File: src/rtl/qcyc_pkg.sv
package qcyc_pkg;

    localparam int BUS_W   = 16;
    localparam int RES_W   = 32;
    localparam int WDATA_W = 24;
    localparam int LEN_W   = 3;
    localparam int OFFS_W  = 3;

    typedef enum logic [1:0] {
        CK_RD_WORD = 2'd0,
        CK_WR_WORD = 2'd1,
        CK_WR_BYTE = 2'd2
    } cyc_kind_e;

    typedef struct packed {
        cyc_kind_e          kind;
        logic [OFFS_W-1:0]  offs;   // byte offset from access address
        logic [BUS_W-1:0]   data;
    } cyc_desc_t;

    typedef struct packed {
        logic               two;     // second cycle present
        logic               hi_lane; // single read lands in upper half
        cyc_desc_t [1:0]    cyc;
    } plan_t;

    function automatic logic len_legal(input logic [LEN_W-1:0] len);
        return (len == 3'd1) || (len == 3'd2) || (len == 3'd3);
    endfunction

    function automatic cyc_desc_t mk(input cyc_kind_e k, input logic [OFFS_W-1:0] o,
                                     input logic [BUS_W-1:0] d);
        cyc_desc_t c;
        c.kind = k;
        c.offs = o;
        c.data = d;
        return c;
    endfunction

    // Chooses the exact cycle sequence for one access.
    function automatic plan_t build_plan(input logic we, input logic [1:0] lo,
                                         input logic [LEN_W-1:0] len,
                                         input logic [WDATA_W-1:0] d);
        plan_t p;
        p = '0;
        if (!we) begin
            p.two     = ({1'b0, len} + {3'b0, lo[0]}) > 4'd2;
            p.hi_lane = lo[1] & ~p.two;
            p.cyc[0]  = mk(CK_RD_WORD, 3'd0, '0);
            p.cyc[1]  = mk(CK_RD_WORD, 3'd2, '0);
        end else begin
            unique case (len)
                3'd2: begin
                    if (lo[0]) begin
                        p.two    = 1'b1;
                        p.cyc[0] = mk(CK_WR_BYTE, 3'd0, {8'h00, d[7:0]});
                        p.cyc[1] = mk(CK_WR_BYTE, 3'd1, {8'h00, d[15:8]});
                    end else begin
                        p.cyc[0] = mk(CK_WR_WORD, 3'd0, d[15:0]);
                    end
                end
                3'd3: begin
                    p.two = 1'b1;
                    if (lo[0]) begin
                        p.cyc[0] = mk(CK_WR_BYTE, 3'd0, {8'h00, d[7:0]});
                        p.cyc[1] = mk(CK_WR_WORD, 3'd1, d[23:8]);
                    end else begin
                        p.cyc[0] = mk(CK_WR_WORD, 3'd0, d[15:0]);
                        p.cyc[1] = mk(CK_WR_BYTE, 3'd2, {8'h00, d[23:16]});
                    end
                end
                default: begin
                    p.cyc[0] = mk(CK_WR_BYTE, 3'd0, {8'h00, d[7:0]});
                end
            endcase
        end
        return p;
    endfunction

endpackage

File: src/rtl/qcyc_planner.sv
module qcyc_planner
    import qcyc_pkg::*;
(
    input  logic               we,
    input  logic [1:0]         addr_lo,
    input  logic [LEN_W-1:0]   len,
    input  logic [WDATA_W-1:0] wdata,
    output logic               legal,
    output plan_t              plan
);
    always_comb begin
        legal = len_legal(len);
        plan  = build_plan(we, addr_lo, len, wdata);
    end
endmodule

File: src/rtl/qcyc_sequencer.sv
module qcyc_sequencer
    import qcyc_pkg::*;
#(
    parameter int ADDR_W = 22
) (
    input  logic              clk,
    input  logic              rst,
    input  logic              load,
    input  plan_t             plan_in,
    input  logic [ADDR_W-1:0] addr_in,
    input  logic              bus_ack,
    output logic              bus_req,
    output logic              bus_we,
    output logic              bus_byte,
    output logic [ADDR_W-1:0] bus_addr,
    output logic [BUS_W-1:0]  bus_wdata,
    output logic              busy,
    output logic              fire,
    output logic              last_fire,
    output logic              first_of_two,
    output logic              two,
    output logic              hi_lane
);
    typedef enum logic {S_IDLE = 1'b0, S_RUN = 1'b1} st_e;

    st_e               st_q;
    plan_t             plan_q;
    logic [ADDR_W-1:0] addr_q;
    logic              idx_q;
    cyc_desc_t         cur;

    always_comb begin
        cur          = plan_q.cyc[idx_q];
        bus_req      = (st_q == S_RUN);
        busy         = (st_q == S_RUN);
        bus_we       = (cur.kind != CK_RD_WORD);
        bus_byte     = (cur.kind == CK_WR_BYTE);
        bus_addr     = addr_q + ADDR_W'(cur.offs);
        bus_wdata    = cur.data;
        fire         = bus_req & bus_ack;
        last_fire    = fire & (idx_q == plan_q.two);
        first_of_two = fire & plan_q.two & ~idx_q;
        two          = plan_q.two;
        hi_lane      = plan_q.hi_lane;
    end

    always_ff @(posedge clk) begin
        if (rst) begin
            st_q   <= S_IDLE;
            plan_q <= '0;
            addr_q <= '0;
            idx_q  <= 1'b0;
        end else if (st_q == S_IDLE) begin
            if (load) begin
                st_q   <= S_RUN;
                plan_q <= plan_in;
                addr_q <= addr_in;
                idx_q  <= 1'b0;
            end
        end else if (fire) begin
            if (last_fire) st_q  <= S_IDLE;
            else           idx_q <= 1'b1;
        end
    end

    // request and its fields hold until acknowledged
    p_hold_until_ack_r8: assert property (@(posedge clk) disable iff (rst)
        bus_req && !bus_ack |=> bus_req && $stable(bus_addr) && $stable(bus_we)
                                && $stable(bus_byte) && $stable(bus_wdata));

    // a byte cycle is always a write, never a read-modify-write
    p_byte_is_write_r5: assert property (@(posedge clk) disable iff (rst)
        bus_req && bus_byte |-> bus_we);

    // never beyond the second cycle of an access
    p_idx_bound_r3: assert property (@(posedge clk) disable iff (rst)
        bus_req && idx_q |-> plan_q.two);
endmodule

File: src/rtl/qcyc_rd_assembler.sv
module qcyc_rd_assembler
    import qcyc_pkg::*;
(
    input  logic             clk,
    input  logic             rst,
    input  logic             first_of_two,
    input  logic             last_fire,
    input  logic             two,
    input  logic             hi_lane,
    input  logic [BUS_W-1:0] bus_rdata,
    output logic             done,
    output logic [RES_W-1:0] rd_data
);
    logic [BUS_W-1:0] lo_q;

    always_ff @(posedge clk) begin
        if (rst) begin
            lo_q    <= '0;
            done    <= 1'b0;
            rd_data <= '0;
        end else begin
            done <= last_fire;
            if (first_of_two) lo_q <= bus_rdata;
            if (last_fire) begin
                if (two)          rd_data <= {bus_rdata, lo_q};
                else if (hi_lane) rd_data <= {bus_rdata, {BUS_W{1'b0}}};
                else              rd_data <= {{BUS_W{1'b0}}, bus_rdata};
            end
        end
    end

    // done lasts exactly one cycle
    p_done_pulse_r9: assert property (@(posedge clk) disable iff (rst)
        done |=> !done);

    // done only after a final acknowledge
    p_done_after_ack_r9: assert property (@(posedge clk) disable iff (rst)
        done |-> $past(last_fire));
endmodule

File: src/rtl/ioq_exact_cycler.sv
module ioq_exact_cycler
    import qcyc_pkg::*;
#(
    parameter int ADDR_W = 22
) (
    input  logic               clk,
    input  logic               rst,
    input  logic               req_valid,
    input  logic               req_we,
    input  logic [ADDR_W-1:0]  req_addr,
    input  logic [2:0]         req_len,
    input  logic [23:0]        req_wdata,
    output logic               busy,
    output logic               bus_req,
    output logic               bus_we,
    output logic               bus_byte,
    output logic [ADDR_W-1:0]  bus_addr,
    output logic [15:0]        bus_wdata,
    input  logic               bus_ack,
    input  logic [15:0]        bus_rdata,
    output logic               done,
    output logic               err,
    output logic [31:0]        rd_data
);
    logic  legal, accept, load;
    plan_t plan;
    logic  fire, last_fire, first_of_two, two, hi_lane;

    qcyc_planner u_plan (
        .we      (req_we),
        .addr_lo (req_addr[1:0]),
        .len     (req_len),
        .wdata   (req_wdata),
        .legal   (legal),
        .plan    (plan)
    );

    assign accept = req_valid & ~busy;
    assign load   = accept & legal;

    always_ff @(posedge clk) begin
        if (rst) err <= 1'b0;
        else     err <= accept & ~legal;
    end

    qcyc_sequencer #(.ADDR_W(ADDR_W)) u_seq (
        .clk          (clk),
        .rst          (rst),
        .load         (load),
        .plan_in      (plan),
        .addr_in      (req_addr),
        .bus_ack      (bus_ack),
        .bus_req      (bus_req),
        .bus_we       (bus_we),
        .bus_byte     (bus_byte),
        .bus_addr     (bus_addr),
        .bus_wdata    (bus_wdata),
        .busy         (busy),
        .fire         (fire),
        .last_fire    (last_fire),
        .first_of_two (first_of_two),
        .two          (two),
        .hi_lane      (hi_lane)
    );

    qcyc_rd_assembler u_asm (
        .clk          (clk),
        .rst          (rst),
        .first_of_two (first_of_two),
        .last_fire    (last_fire),
        .two          (two),
        .hi_lane      (hi_lane),
        .bus_rdata    (bus_rdata),
        .done         (done),
        .rd_data      (rd_data)
    );

    // a rejected request leaves the bus idle and gives no done
    p_err_quiet_r10: assert property (@(posedge clk) disable iff (rst)
        err |-> !bus_req && !done);

    // outputs idle in the cycle after reset
    p_reset_idle_r1: assert property (@(posedge clk)
        $past(rst) |-> !bus_req && !done && !err);

    // an acknowledge never leaves a dead cycle mid-access
    p_no_gap_r8: assert property (@(posedge clk) disable iff (rst)
        fire && !last_fire |=> bus_req);
endmodule

File: config.mk
export PLATFORM = sky130hd
export DESIGN_NAME = ioq_exact_cycler
export DESIGN_NICKNAME = d
export VERILOG_FILES = /design/src/rtl/qcyc_pkg.sv /design/src/rtl/qcyc_planner.sv /design/src/rtl/qcyc_sequencer.sv /design/src/rtl/qcyc_rd_assembler.sv /design/src/rtl/ioq_exact_cycler.sv
export SDC_FILE = /design/constraint.sdc
export NUM_CORES = 1
export LEC_CHECK = 0
export BUFFER_PORTS_ARGS = -buffer_cell sky130_fd_sc_hd__buf_2
export CAP_MARGIN = 10
export CORE_ASPECT_RATIO = 0.9
export CORE_MARGIN = 2
export CORE_UTILIZATION = 51
export CTS_CLUSTER_DIAMETER = 100
export DETAILED_ROUTE_END_ITERATION = 16
export PLACE_DENSITY = 0.82
export SLEW_MARGIN = 30
export SYNTH_ARGS = -nofsm -noshare
export SYNTH_HDL_FRONTEND = slang
export SYNTH_SLANG_ARGS = --single-unit
File: constraint.sdc
create_clock -name clk -period 2.7 [get_ports clk]
set_input_delay 0.135 -clock clk [delete_from_list [all_inputs] [get_ports clk]]
set_output_delay 0.135 -clock clk [all_outputs]
set_load 0.02 [all_outputs]
* After elaboration in Yosys (flattened, before gate mapping)
Cells that the tools add are included.
** Cells by class
- Add/subtract/negate cells :: 2
- Magnitude comparators :: 2
- Eq/ne operators :: 7
- Muxes and demuxes :: 22
- Bitwise operators :: 12
- Reduce and logical (&&, ||, !) cells :: 6
** Operator list (number)
- 2-to-1 mux 21 bit :: 4
- 2-to-1 mux 42 bit :: 2
- case mux 21 bit (2 select lines) :: 2
- 2-to-1 mux 32 bit :: 2
- adder 22 x 3 -> 22 bit :: 1
- 2-to-1 mux 1 bit :: 11
- bitwise AND 1 bit :: 8
- == test 3 x 2 -> 1 bit, second input constant :: 2
- adder 3 x 1 -> 4 bit :: 1
- > comparator 4 x 2 -> 1 bit, second input constant :: 1
- inequality test 2 bit, second input constant :: 2
- inverter 1 bit :: 4
- nonzero test 2 bit :: 2
- == test 3 x 1 -> 1 bit, second input constant :: 1
- AND reduction 3 bit :: 1
- == test 2 bit, second input constant :: 1
- logical OR 1 bit :: 2
- less-than comparator 1 x 2 -> 1 bit, second input constant :: 1
- case mux 1 bit (2 select lines) :: 1
- AND reduction 2 bit :: 1
- == test 1 bit :: 1
** Storage, ports and cells
- Bits in registers :: 118
- Logic and storage cells :: 66

* Logic depth before layout (Yosys ltp)
Gate-level depths: netlist of the first run.
- Word-level depth :: 6
- Mapped depth :: 8
- Gate-level depth less buffers :: 6

* Hierarchy
A second synthesis of the first run with hierarchy kept.
** Second synthesis, totals
- Cell total of the unflattened synthesis :: 651
- Area total of the unflattened synthesis :: 5620.4 um^2
** By module, submodules not included
- qcyc_sequencer :: times used 1, cells each 400, area an instance 3146.8 um^2, seq. area each 1361.3 um^2
- qcyc_rd_assembler :: times used 1, cells each 183, area an instance 1990.7 um^2, seq. area each 980.9 um^2
- qcyc_planner :: times used 1, cells each 65, area an instance 439.2 um^2, seq. area each 0.0 um^2
- ioq_exact_cycler :: times used 1, cells each 3, area an instance 43.8 um^2, seq. area each 20.0 um^2

* Worst setup path after synthesis of the first run
OpenSTA, ideal clock, no wires.
- Path type :: reg-to-output
- Start :: reg u_seq.idx_q
- End :: out bus_addr[20]
- Arrival time :: 2096 ps
- Data required time :: 2565 ps
- Setup slack :: 469 ps
- Cell stages (with the launch flop) :: 9
- Buffers on the path :: 2
- Cells stage by stage :: dfxtp_1 -> buf_2 -> clkbuf_1 -> and2_1 -> ha_1 -> fa_1 -> nand2_1 -> nor4_1 -> xor2_1
** On the way
- Word-level cells in the longest chain between the ends :: 3
** RTL lines
- start, declared :: line qcyc_sequencer.sv:29 : logic idx_q;
- start signal, assigned :: line qcyc_sequencer.sv:52 : idx_q <= 1'b0;
- start signal, assigned :: line qcyc_sequencer.sv:58 : idx_q <= 1'b0;
- start signal, assigned :: line qcyc_sequencer.sv:62 : else idx_q <= 1'b1;
- 2-to-1 mux 21 bit (not written as such) (2 in a row) :: line qcyc_sequencer.sv:33 : cur = plan_q.cyc[idx_q];
- adder 22 x 3 -> 22 bit :: line qcyc_sequencer.sv:38 : bus_addr = addr_q + ADDR_W'(cur.offs);
- end, declared :: line ioq_exact_cycler.sv:17 : output logic [ADDR_W-1:0] bus_addr,
Every way passes these cells. The select of a mux whose other input is x is not followed.

* Worst setup path after layout of the first run
- Start :: reg u_seq.addr_q[11]
- End :: out bus_addr[21]
** On the way
- Word-level cells in the longest chain between the ends :: 1
** RTL lines
- start, declared :: line qcyc_sequencer.sv:28 : logic [ADDR_W-1:0] addr_q;
- start signal, assigned :: line qcyc_sequencer.sv:57 : addr_q <= addr_in;
- adder 22 x 3 -> 22 bit :: line qcyc_sequencer.sv:38
Every way passes these cells.

==> results of run 1 <==
[worst max-delay path: stages, from the launching register on]
cell and delay (ns):
dfxtp_1 0.43, nand4_1 0.22, or4_4 0.59, nor4_2 0.34, xor2_1 0.20, buf_2 0.19
[final cells by class]
class / count / area, um^2 / area share
clock inverters: 9 / 178 / 0.0255
multi-input cells: 403 / 2440 / 0.350
well taps: 122 / 153 / 0.0219
flip-flops and latches: 114 / 2280 / 0.327
clock buffers: 23 / 457 / 0.0655
repair buffers: 220 / 1440 / 0.207
inverters: 6 / 22.5 / 0.00323
[registers in the layout (all words and copies together) (netlist names)]
| name | cells |
|---|---|
| u_seq.addr_q | 22 |
| u_seq.idx_q | 1 |
| u_asm.lo_q | 16 |
| u_seq.two | 1 |
| u_asm.done | 1 |
| u_seq.plan_q | 38 |
| err | 1 |
| u_seq.hi_lane | 1 |
| u_asm.rd_data | 32 |
| u_seq.bus_req | 1 |
[worst paths after layout]
path / from / end / slack, ns
max reg2reg: u_seq.bus_req$_SDFF_PP0_ / u_seq.plan_q[4]$_SDFFE_PP0P_ / 0.67
min: req_len[2] / u_seq.plan_q[38]$_SDFFE_PP0P_ / 0.02
max: u_seq.addr_q[11]$_SDFFE_PP0P_ / bus_addr[21] / 0.10
min reg2reg: u_asm.lo_q[7]$_SDFFE_PP0P_ / u_asm.lo_q[7]$_SDFFE_PP0P_ / 0.45
[through the flow]
stage | hold slack [ns] | instances | area, um^2 | setup slack, ns | setup TNS, ns
3_5_place_dp | 0.385 | 804 | 5690 | 0.596 | 0
2_1_floorplan | 0.261 | 568 | 4860 | 0.469 | 0
3_3_place_gp | 0.375 | 804 | 5680 | 0.676 | 0
5_1_grt | 0.0204 | 897 | 6980 | -0.0105 | -0.0105
4_1_cts | 0.00753 | 897 | 6940 | 0.0556 | 0
6_report | 0.0198 | 897 | 6980 | 0.104 | 0
[logic make-up (layout without fill, tap and decap cells)]
logic type | Yosys count | after routing | synth area share
and+or+nand+nor | 215 | 215 | 0.205
AOI/OAI and AO/OA | 145 | 145 | 0.194
DFF | 114 | 114 | 0.469
buffers and inverters | 51 | 258 | 0.0414
xor gates and xnor gates | 22 | 22 | 0.0396
muxes | 16 | 16 | 0.0370
adders and majority gates | 5 | 5 | 0.0144
[power breakdown]
group          total [mW]  switching (mW)  internal [mW]
registers            1.76          0.0337           1.72
logic               0.431           0.239          0.192
clock network        2.39           0.750           1.64
[what timing repair did]
| item | in CTS | in global routing |
|---|---|---|
| endpoints found under the hold margin | 80 | 0 |
| setup endpoints to repair | 0 | 10 |
| hold buffers | 61 | 0 |
| setup buffers | 0 | 0 |
| gates resized for setup | 0 | 8 |
[per-layer routing]
layer	up-vias	GRT usage	share of wire
met2	232	0.466	0.49
met3	29	0.0775	0.066
met4	0	0.0779	0.014
met1	2328	0.348	0.43
li1	2381	-	-
met5	-	0	0
[cell usage in the layout, fill, tap and decap left out, types with 2 or more instances in the layout]
cell type and instances:
a22o_1 24, mux2_2 16, xor2_1 11, nand4_1 3, nor2_2 2, buf_4 15
a21oi_1 70, clkbuf_8 3, nor3b_1 16, o21ai_0 2, clkbuf_1 4, and2_1 2
dfxtp_1 114, nand2_1 94, nand3b_1 2, clkbuf_16 16, nand2b_1 2, xnor2_1 11
inv_1 6, or3_1 2, buf_2 144, nor3_2 2, a22oi_1 27, nor3_1 7
bufinv_16 5, nor4_2 4, a211oi_1 17, clkinvlp_4 3, nand3_1 16, ha_1 4
nor2_1 54, dlygate4sd3_1 61
==> results.ini, run 1 <==
[synthesis]
synth.lib_cells_used.distinct = 40
synth-edff-count = 0
cell_accounting_for_the_most_synthesized_area = dfxtp_1
postSynthCellCount = 568
post_syn_nets = 643
netlist.area_leader.share = 0.469
syn_area_per_cell_um2 = 8.56
post_synth_instance_area_mm2 = 0.00486
ys_ff_latch = 114
synth.top_cells.by_area = dfxtp_1 47%, nand2_1 7.3%, a21oi_1 7.2%
netlist_top_cells_count = 114 x dfxtp_1, 95 x nand2_1, 70 x a21oi_1, 56 x nor2_1, 33 x clkbuf_1
synth.yosys.warnings = 0
synth-main-ff-cell = dfxtp_1
synth-async-reset-ratio = 0
yosys.cell_count.top_type = dfxtp_1
synth.yosys.seq_area_share = 0.469

[die]
design.die.area_mm2 = 0.0103
core_region_area_mm2 = 0.00921
pin_count = 146
die_width_um = 107
initial_utilization = 0.528
dieHeight_um = 96.6
row_count = 33

[clock_network]
tritoncts.num_buffers = 17
htree_num_levels = 4
clock_tree_from_tritoncts = yes
clk_slew_on_worst_s_h_paths_ns = 0.05
clock_tree.buffer_depth = 2
later_pin_clock_latency_in_the_skew_report_ns = 0.50
tritoncts_num_sinks = 114
cts_root_buf = clkbuf_8

[route]
first_pass_iters = 5
route.antenna.remaining_nets = 0
drt_first_iter_violations = 382
wl_per_cell_um = 15.8
drt-total-wl_mm = 14.2
via_per_inst = 5.54
detailroute.via_count = 4970
remaining_drc_errors = 0

[finish]
num-nets-final = 837
num_antenna_cells = 0
fraction_of_the_core_area_covered_by_cells_at_the_end_of_the_flow = 0.758
share_of_cells_above_drive_strength_1 = 0.283
fillCellCount = 609
area_growth_pct = 43.5

[sta]
timing.slew.headroom = 0.494
period_share = 0.962
finClkSkew_ns = 0.00685
period_minus_slack_ns = 2.60
max_slew.worst_pin.slew_ns = 0.757
report.final.setup_viol = 0
slew_viol_final = 0
timing.fmax_mhz = 385
hold_viol_final = 0

[critical_path]
path_class = flop to primary output
required_ns = 2.57
path_max_fanout = 6
startpoint_type = flop
timing.critical_path.to_type = primary output
reg2regPathDepth = 5
timing.critical_path.arrival_ns = 2.46

[run_status]
status = completed

[placement]
io_buffer_count = 145
detailedPlacementHpwl_mm = 8.69
gp_routability_congestion = 0.860

[grt]
grt.overflow.total = 0
pin_count_of_the_biggest_net_entering_global_routing = 71
antenna_found_initial = 0
via_count_of_the_first_global_routing_pass = 4793
grt_pass1_wl_mm = 23.1
grt.total_usage = 0.277

[power_and_ir_drop]
power.leakage_nw = 2.96
power.ir.vdd_worst_mv = 0.402
total_power_mw = 4.58
p_per_area_mw_per_mm2 = 656

[hold_path]
worst_hold_path_type = input pin to flop
min_delay_path_depth = 4

[job]
number_of_maximum_capacitance_constraint_violations = 0

Note: power is estimated with default switching activity, not from simulation.
==> run 2: changes to the inputs <==
--- a/config.mk
+++ b/config.mk
@@ -12,7 +12,7 @@
 export CORE_UTILIZATION = 51
 export CTS_CLUSTER_DIAMETER = 100
 export DETAILED_ROUTE_END_ITERATION = 16
-export PLACE_DENSITY = 0.82
+export PLACE_DENSITY = 0.77
 export SLEW_MARGIN = 30
 export SYNTH_ARGS = -nofsm -noshare
 export SYNTH_HDL_FRONTEND = slang
==> results.ini, run 2 (synthesis gave the netlist of run 1 again) <==
[finish]
regMostFlops = u_seq.plan_q
multi_input_logic_area_mm2 = 0.00245  ; +0.46%
num-nets-final = 859  ; +2.6%
mostFrequentLayoutCells = 144 x buf_2, 111 x dfxtp_1, 93 x nand2_1
num_antenna_cells = 0  ; unchanged
fillCellCount = 597  ; -2.0%
share_of_cells_above_drive_strength_1 = 0.285  ; +0.00260
area_growth_pct = 47.5
max_ffs_per_register = 38  ; unchanged
final_area_mm2 = 0.00717  ; +2.8%
area.sequential_mm2 = 0.00229  ; +0.16%
layoutNonFillerInstCount = 918  ; +2.3%
biggest_regs = u_seq.plan_q x38, u_asm.rd_data x32, u_seq.addr_q x22
mostFrequentLayoutCell = buf_2

[clock_network]
tritoncts.num_buffers = 17  ; unchanged
clock_tree_from_tritoncts = yes
htree_num_levels = 4  ; unchanged
postCtsSetupBuffers = 0  ; unchanged
later_pin_clock_latency_in_the_skew_report_ns = 0.51  ; about the same
clk_slew_on_worst_s_h_paths_ns = 0.06  ; about the same
cts_root_buf = clkbuf_8
clock_tree.buffer_depth = 2  ; unchanged
tritoncts_num_sinks = 114  ; unchanged

[critical_path]
path_class = flop to primary output
reg2regPathDepth = 6  ; +1
critPathSlowestCell = dfxtp_1
required_ns = 2.57  ; about the same
timing.critical_path.max_delay_family = simple AND/OR/NAND/NOR gates
cp_num_buf_inv = 2  ; +1
crit_path_cell_trace = buf_4, and2_1, ha_1, fa_2, nand2_4, nor3_1, xnor2_1, buf_2
reg2reg_setup_slack_ns = 0.30  ; -0.37 ns
timing.critical_path.to_type = primary output
regToRegEndpoint = u_seq.addr_q[21]$_SDFFE_PP0P_
path_max_fanout = 10  ; +4
cpPeakStageDelay_ns = 0.35  ; -0.24 ns
startpoint_type = flop
timing.critical_path.arrival_ns = 2.48  ; +0.02 ns
critical_path.reg2reg.startpoint = u_seq.bus_req$_SDFF_PP0_

[hold_path]
hold_end = u_seq.plan_q[7]$_SDFFE_PP0P_
worst_hold_path_type = input pin to flop
min_delay_path_depth = 3  ; -1
worstHoldStart = req_we

[die]
initial_utilization = 0.528  ; unchanged
design.die.area_mm2 = 0.0103  ; unchanged
row_count = 33  ; unchanged
dieHeight_um = 96.6  ; unchanged
core_region_area_mm2 = 0.00921  ; unchanged
die_width_um = 107  ; unchanged
pin_count = 146  ; unchanged

[grt]
via_count_of_the_first_global_routing_pass = 4911  ; +2.5%
grt.total_usage = 0.288  ; +0.0110
grt.overflow.total = 0  ; unchanged
antenna_found_initial = 0  ; unchanged
grt_pass1_wl_mm = 24.0  ; +4.0%
pin_count_of_the_biggest_net_entering_global_routing = 79  ; +11%

[route]
drt-total-wl_mm = 15.3  ; +7.9%
wl_per_cell_um = 16.7  ; +5.4%
remaining_drc_errors = 0  ; unchanged
first_pass_iters = 5  ; unchanged
drt_first_iter_violations = 339  ; -11%
route.antenna.remaining_nets = 0  ; unchanged
via_per_inst = 5.56  ; +0.39%
detailroute.via_count = 5106  ; +2.7%

[placement]
io_buffer_count = 145  ; unchanged
gp_routability_congestion = 0.844  ; -1.8%
post_dp_cell_area_mm2 = 0.00570  ; +0.18%
dp_cells = 806  ; +0.25%
detailedPlacementHpwl_mm = 8.73  ; +0.55%

[run_status]
status = completed

[sta]
timing.slew.headroom = 0.463  ; -0.0311
period_share = 0.970  ; +0.00877
period_minus_slack_ns = 2.62  ; +0.0237 ns
finClkSkew_ns = 0.00986  ; +0.00301 ns
timing.fmax_mhz = 382  ; -0.90%
slew_viol_final = 0  ; unchanged
fin_hold_ws_ns = 0.0514  ; +0.0317 ns
max_slew.worst_pin.slew_ns = 0.806  ; +0.0494 ns
report.final.setup_viol = 0  ; unchanged
rsz_0062_raised_after_global_routing = true
hold_viol_final = 0  ; unchanged

[power_and_ir_drop]
p_per_area_mw_per_mm2 = 621  ; -5.3%
power.ir.vdd_worst_mv = 0.436  ; +8.3%
power.leakage_nw = 3.11  ; +5.3%

[job]
number_of_maximum_capacitance_constraint_violations = 0  ; unchanged

## run 2: layer usage
metal  wire length (um)  GRT usage  part of all wire
met5                  0          0                 0
met4                316     0.0989             0.021
met3                979     0.0728             0.064
met1               6360      0.353              0.42
met2               7650      0.491              0.50
## run 2: final cells by class
| class | instances | share of cell area |
|---|---|---|
| clock buffer | 22 | 0.0659 |
| clock inverter | 9 | 0.0180 |
| inverter | 6 | 0.00314 |
| multi-input combinational | 403 | 0.342 |
| sequential | 114 | 0.319 |
| tap | 122 | 0.0213 |
| timing repair buffer | 242 | 0.231 |
## run 2: what timing repair did
action	CTS	global route
hold buffers	81	0
hold endpoints to repair	79	0
resized for setup	0	14
setup endpoints to repair	0	14
## run 2: worst reg2reg max path, cell delays in order, from the launching register on
cell           delay [ns]
dfxtp_1              0.42
nand2b_1             0.31
or2_4                0.48
buf_4                0.30
nand2_1              0.10
a21oi_1              0.18
dlygate4sd3_1        0.57
## run 2: per-stage QoR
stage / setup slack, ns / power (mW) / setup TNS (ns) / utilization
after floorplan: 0.469 / 2.00 / 0 / -
after global placement: 0.669 / 2.13 / 0 / 0.619
after detailed placement: 0.565 / 2.14 / 0 / 0.619
after CTS: 0.0236 / 4.46 / 0 / 0.773
after global routing: -0.0301 / 4.60 / -0.0301 / 0.779
final: 0.0802 / 4.46 / 0 / 0.779
## run 2: worst max path at each step
stage,slack [ns],to,startpoint,depth (start not counted)
2_1_floorplan,0.47,bus_addr[20],u_seq.idx_q$_SDFFE_PP0P_,8
3_3_place_gp,0.67,bus_addr[21],u_seq.addr_q[6]$_SDFFE_PP0P_,5
3_5_place_dp,0.56,bus_addr[14],u_seq.idx_q$_SDFFE_PP0P_,8
4_1_cts,0.02,bus_addr[14],u_seq.idx_q$_SDFFE_PP0P_,8
5_1_grt,-0.03,bus_addr[21],u_seq.addr_q[12]$_SDFFE_PP0P_,5
6_report,0.08,bus_addr[14],u_seq.idx_q$_SDFFE_PP0P_,8
## run 2: report_power, final
group	switching [mW]	internal, mW
sequential	0.0339	1.72
combinational	0.250	0.209
clock	0.747	1.49
==> run 3: changes to the inputs <==
--- a/config.mk
+++ b/config.mk
@@ -5,14 +5,15 @@
 export SDC_FILE = /design/constraint.sdc
 export NUM_CORES = 1
 export LEC_CHECK = 0
+export ABC_AREA = 1
 export BUFFER_PORTS_ARGS = -buffer_cell sky130_fd_sc_hd__buf_2
 export CAP_MARGIN = 10
 export CORE_ASPECT_RATIO = 0.9
 export CORE_MARGIN = 2
-export CORE_UTILIZATION = 51
+export CORE_UTILIZATION = 53
 export CTS_CLUSTER_DIAMETER = 100
 export DETAILED_ROUTE_END_ITERATION = 16
-export PLACE_DENSITY = 0.77
+export PLACE_DENSITY = 0.79
 export SLEW_MARGIN = 30
 export SYNTH_ARGS = -nofsm -noshare
 export SYNTH_HDL_FRONTEND = slang
==> results.ini, run 3 <==
[sta]
timing.slew.headroom = 0.485  ; +0.0220
report.final.setup_viol = 0  ; unchanged
timing.fmax_mhz = 400  ; +4.8%
period_minus_slack_ns = 2.50  ; -0.120 ns
fin_hold_ws_ns = 0.0258  ; -0.0256 ns
finClkSkew_ns = 0.00873  ; -0.00113 ns
max_slew.worst_pin.slew_ns = 0.770  ; -0.0359 ns
final.setup.tns_ns = 0  ; unchanged
rsz_0062_raised_after_global_routing = false
slew_viol_final = 0  ; unchanged
period_share = 0.926  ; -0.0444
hold_viol_final = 0  ; unchanged

[synthesis]
yosys.cell_count.top_type = nand2_1
cell_accounting_for_the_most_synthesized_area = dfxtp_1
synth.top_cells.by_area = dfxtp_1 43%, nand2_1 17%, nor2_1 9.1%
postSynthCellCount = 802  ; +41%
synth-edff-count = 0  ; unchanged
post_synth_instance_area_mm2 = 0.00533  ; +9.6%
ys_ff_latch = 114  ; unchanged
synth.yosys.seq_area_share = 0.428  ; -0.0410
syn_area_per_cell_um2 = 6.64  ; -22%
netlist.area_leader.share = 0.428  ; -0.0410
synth.yosys.warnings = 0  ; unchanged
synth.lib_cells_used.distinct = 31  ; -23%
post_syn_nets = 877  ; +36%
synth-main-ff-cell = dfxtp_1
netlist_top_cells_count = 235 x nand2_1, 129 x nor2_1, 114 x dfxtp_1, 77 x o21ai_0, 66 x inv_1
synth-async-reset-ratio = 0  ; unchanged

[critical_path]
timing.critical_path.to_type = primary output
critPathSlowestCell = dfxtp_1
crit_path_cell_trace = nand2_1, inv_1, ha_1, fa_1, nand2_1, nor2_2, nand3b_1, nor2_2, xor2_1, buf_2
path_class = flop to primary output
reg2reg_setup_slack_ns = 0.89  ; +0.59 ns
cpPeakStageDelay_ns = 0.35  ; about the same
path_max_fanout = 4  ; -6
required_ns = 2.57  ; about the same
cp_num_buf_inv = 2  ; unchanged
reg2regPathDepth = 4  ; -2
critical_path.reg2reg.startpoint = u_seq.two$_SDFFE_PP0P_
timing.critical_path.to = bus_addr[18]
worstSetupStartpoint = u_seq.idx_q$_SDFFE_PP0P_
regToRegEndpoint = u_asm.rd_data[3]$_SDFFE_PP0N_
timing.critical_path.max_delay_family = simple AND/OR/NAND/NOR gates
startpoint_type = flop
critical_path_cell_count = 10  ; +2
timing.critical_path.arrival_ns = 2.37  ; -0.11 ns

[grt]
grt.total_usage = 0.282  ; -0.00690
via_count_of_the_first_global_routing_pass = 5246  ; +6.8%
grt_pass1_wl_mm = 24.1  ; +0.43%
grt.overflow.total = 0  ; unchanged
antenna_found_initial = 1  ; +1
pin_count_of_the_biggest_net_entering_global_routing = 66  ; -16%

[power_and_ir_drop]
power.ir.vdd_worst_mv = 0.443  ; +1.8%
power.leakage_nw = 3.47  ; +11%
switching_power_mw = 1.18  ; +15%
clock_power_share = 0.510  ; +0.007
seqPwrFrac = 0.382  ; -0.012
internal_power_mw = 3.45  ; +0.78%
combinationalPowerShare = 0.108  ; +0.005
p_per_area_mw_per_mm2 = 630  ; +1.5%
switching_share = 0.255  ; +0.0240
total_power_mw = 4.64  ; +4.0%

[finish]
share_of_cells_above_drive_strength_1 = 0.199  ; -0.0858
mostFrequentLayoutCells = 235 x nand2_1, 145 x buf_2, 127 x nor2_1
num-nets-final = 1070  ; +25%
biggest_regs = u_seq.plan_q x38, u_asm.rd_data x32, u_seq.addr_q x22
fraction_of_the_core_area_covered_by_cells_at_the_end_of_the_flow = 0.755  ; -0.0241
layoutNonFillerInstCount = 1134  ; +24%
area_growth_pct = 38.0
mostFrequentLayoutCell = nand2_1
max_ffs_per_register = 38  ; unchanged
regMostFlops = u_seq.plan_q
num_antenna_cells = 0  ; unchanged
fillCellCount = 764  ; +28%

[placement]
gp_routability_congestion = 0.845  ; +0.15%
dp_cells = 1038  ; +29%
io_buffer_count = 145  ; unchanged
detailedPlacementHpwl_mm = 9.37  ; +7.3%

[clock_network]
tritoncts_num_sinks = 114  ; unchanged
clk_slew_on_worst_s_h_paths_ns = 0.06  ; about the same
tritoncts.num_buffers = 17  ; unchanged
clock_tree_from_tritoncts = yes
later_pin_clock_latency_in_the_skew_report_ns = 0.52  ; about the same
cts_root_buf = clkbuf_8
clock_tree.buffer_depth = 2  ; unchanged
htree_num_levels = 4  ; unchanged

[route]
detailroute.via_count = 5730  ; +12%
via_per_inst = 5.05  ; -9.2%
wl_per_cell_um = 13.3  ; -20%
route.antenna.remaining_nets = 0  ; unchanged
first_pass_iters = 5  ; unchanged
remaining_drc_errors = 0  ; unchanged
drt-total-wl_mm = 15.1  ; -1.6%
drt_first_iter_violations = 310  ; -8.6%

[die]
row_count = 34  ; +3.0%
die_width_um = 110  ; +2.6%
dieHeight_um = 99.1  ; +2.6%
initial_utilization = 0.547  ; +0.0188
design.die.area_mm2 = 0.0109  ; +5.2%
pin_count = 146  ; unchanged
core_region_area_mm2 = 0.00974  ; +5.8%

[job]
number_of_maximum_capacitance_constraint_violations = 0  ; unchanged

[hold_path]
worst_hold_path_type = input pin to flop
worstHoldStart = req_we

[run_status]
status = completed

[run 3: cell types whose count changed after synthesis, moves of 11 or more]
cell,before,now
a211oi_1,17,0
nand2_1,95,235
inv_1,6,66
a22oi_1,27,0
o21ai_0,2,77
buf_2,5,16
clkbuf_1,33,22
mux2_2,16,0
nor3b_1,16,0
a21oi_1,70,55
a22o_1,24,0
nor2_1,56,129
[run 3: metal layers]
metal	track usage	up-vias	share of wire
met4	0.0798	2	0.011
met3	0.0682	22	0.065
met1	0.356	2588	0.44
li1	-	2910	-
met2	0.477	208	0.48
met5	0	-	0.0011
[run 3: power by group through the flow]
stage / registers (mW) / clock network [mW] / logic, mW
CTS: 1.77 / 2.38 / 0.492
global route: 1.78 / 2.47 / 0.552
floorplan: 1.82 / 0 / 0.255
global placement: 1.81 / 0 / 0.416
finish: 1.77 / 2.36 / 0.499
detailed placement: 1.81 / 0 / 0.419
[run 3: final cells by class]
type / count / area [um^2] / share of cell area
clock buffers: 18 / 418 / 0.0568
flip-flops and latches: 114 / 2280 / 0.310
multi-input cells: 573 / 2590 / 0.352
repair buffers: 220 / 1450 / 0.197
inverters: 69 / 259 / 0.0352
well taps: 126 / 158 / 0.0214
clock inverters: 14 / 203 / 0.0276
[run 3: how the worst min path moves through the flow]
stage | to | slack (ns) | depth (start not counted)
after detailed placement | u_seq.plan_q[4]$_SDFFE_PP0P_ | 0.39 | 3
after CTS | u_seq.plan_q[40]$_SDFFE_PP0P_ | 0.01 | 3
after global placement | u_seq.plan_q[6]$_SDFFE_PP0P_ | 0.39 | 3
after global routing | u_seq.plan_q[40]$_SDFFE_PP0P_ | 0.02 | 3
final | u_seq.plan_q[40]$_SDFFE_PP0P_ | 0.03 | 3
after floorplan | u_asm.lo_q[0]$_SDFFE_PP0P_ | 0.28 | 2
[run 3: tightest hold or removal path, delay by kind of cell]
family	cells	cell delay [ns]
AO/OA/AOI/OAI	1	0.05
AND/OR/NAND/NOR	1	0.12
buffers and inverters	1	0.18
[run 3: repair_timing]
item	in CTS	in global routing
endpoints found under the hold margin	82	0
buffers inserted	0	0
setup endpoints to repair	0	2
hold buffers	64	0
resized for setup	0	1
[run 3: metrics by stage]
step                      setup slack [ns]  area, um^2
after detailed placement             0.708        6090
after CTS                            0.151        7350
after global placement               0.780        6090
after global routing                0.0174        7360
after floorplan                      0.484        5330
final                                0.200        7360
[run 3: cells by family (layout without fill, tap and decap cells)]
| family | Yosys count | after routing | synth area share |
|---|---|---|---|
| buffers and inverters | 115 | 321 | 0.0881 |
| xor gates and xnor gates | 16 | 16 | 0.0263 |
| AOI/OAI and AO/OA | 134 | 134 | 0.126 |
| adders and majority gates | 5 | 5 | 0.0131 |
| and+or+nand+nor | 417 | 417 | 0.317 |
| muxes | 1 | 1 | 0.00188 |
| DFF | 114 | 114 | 0.428 |
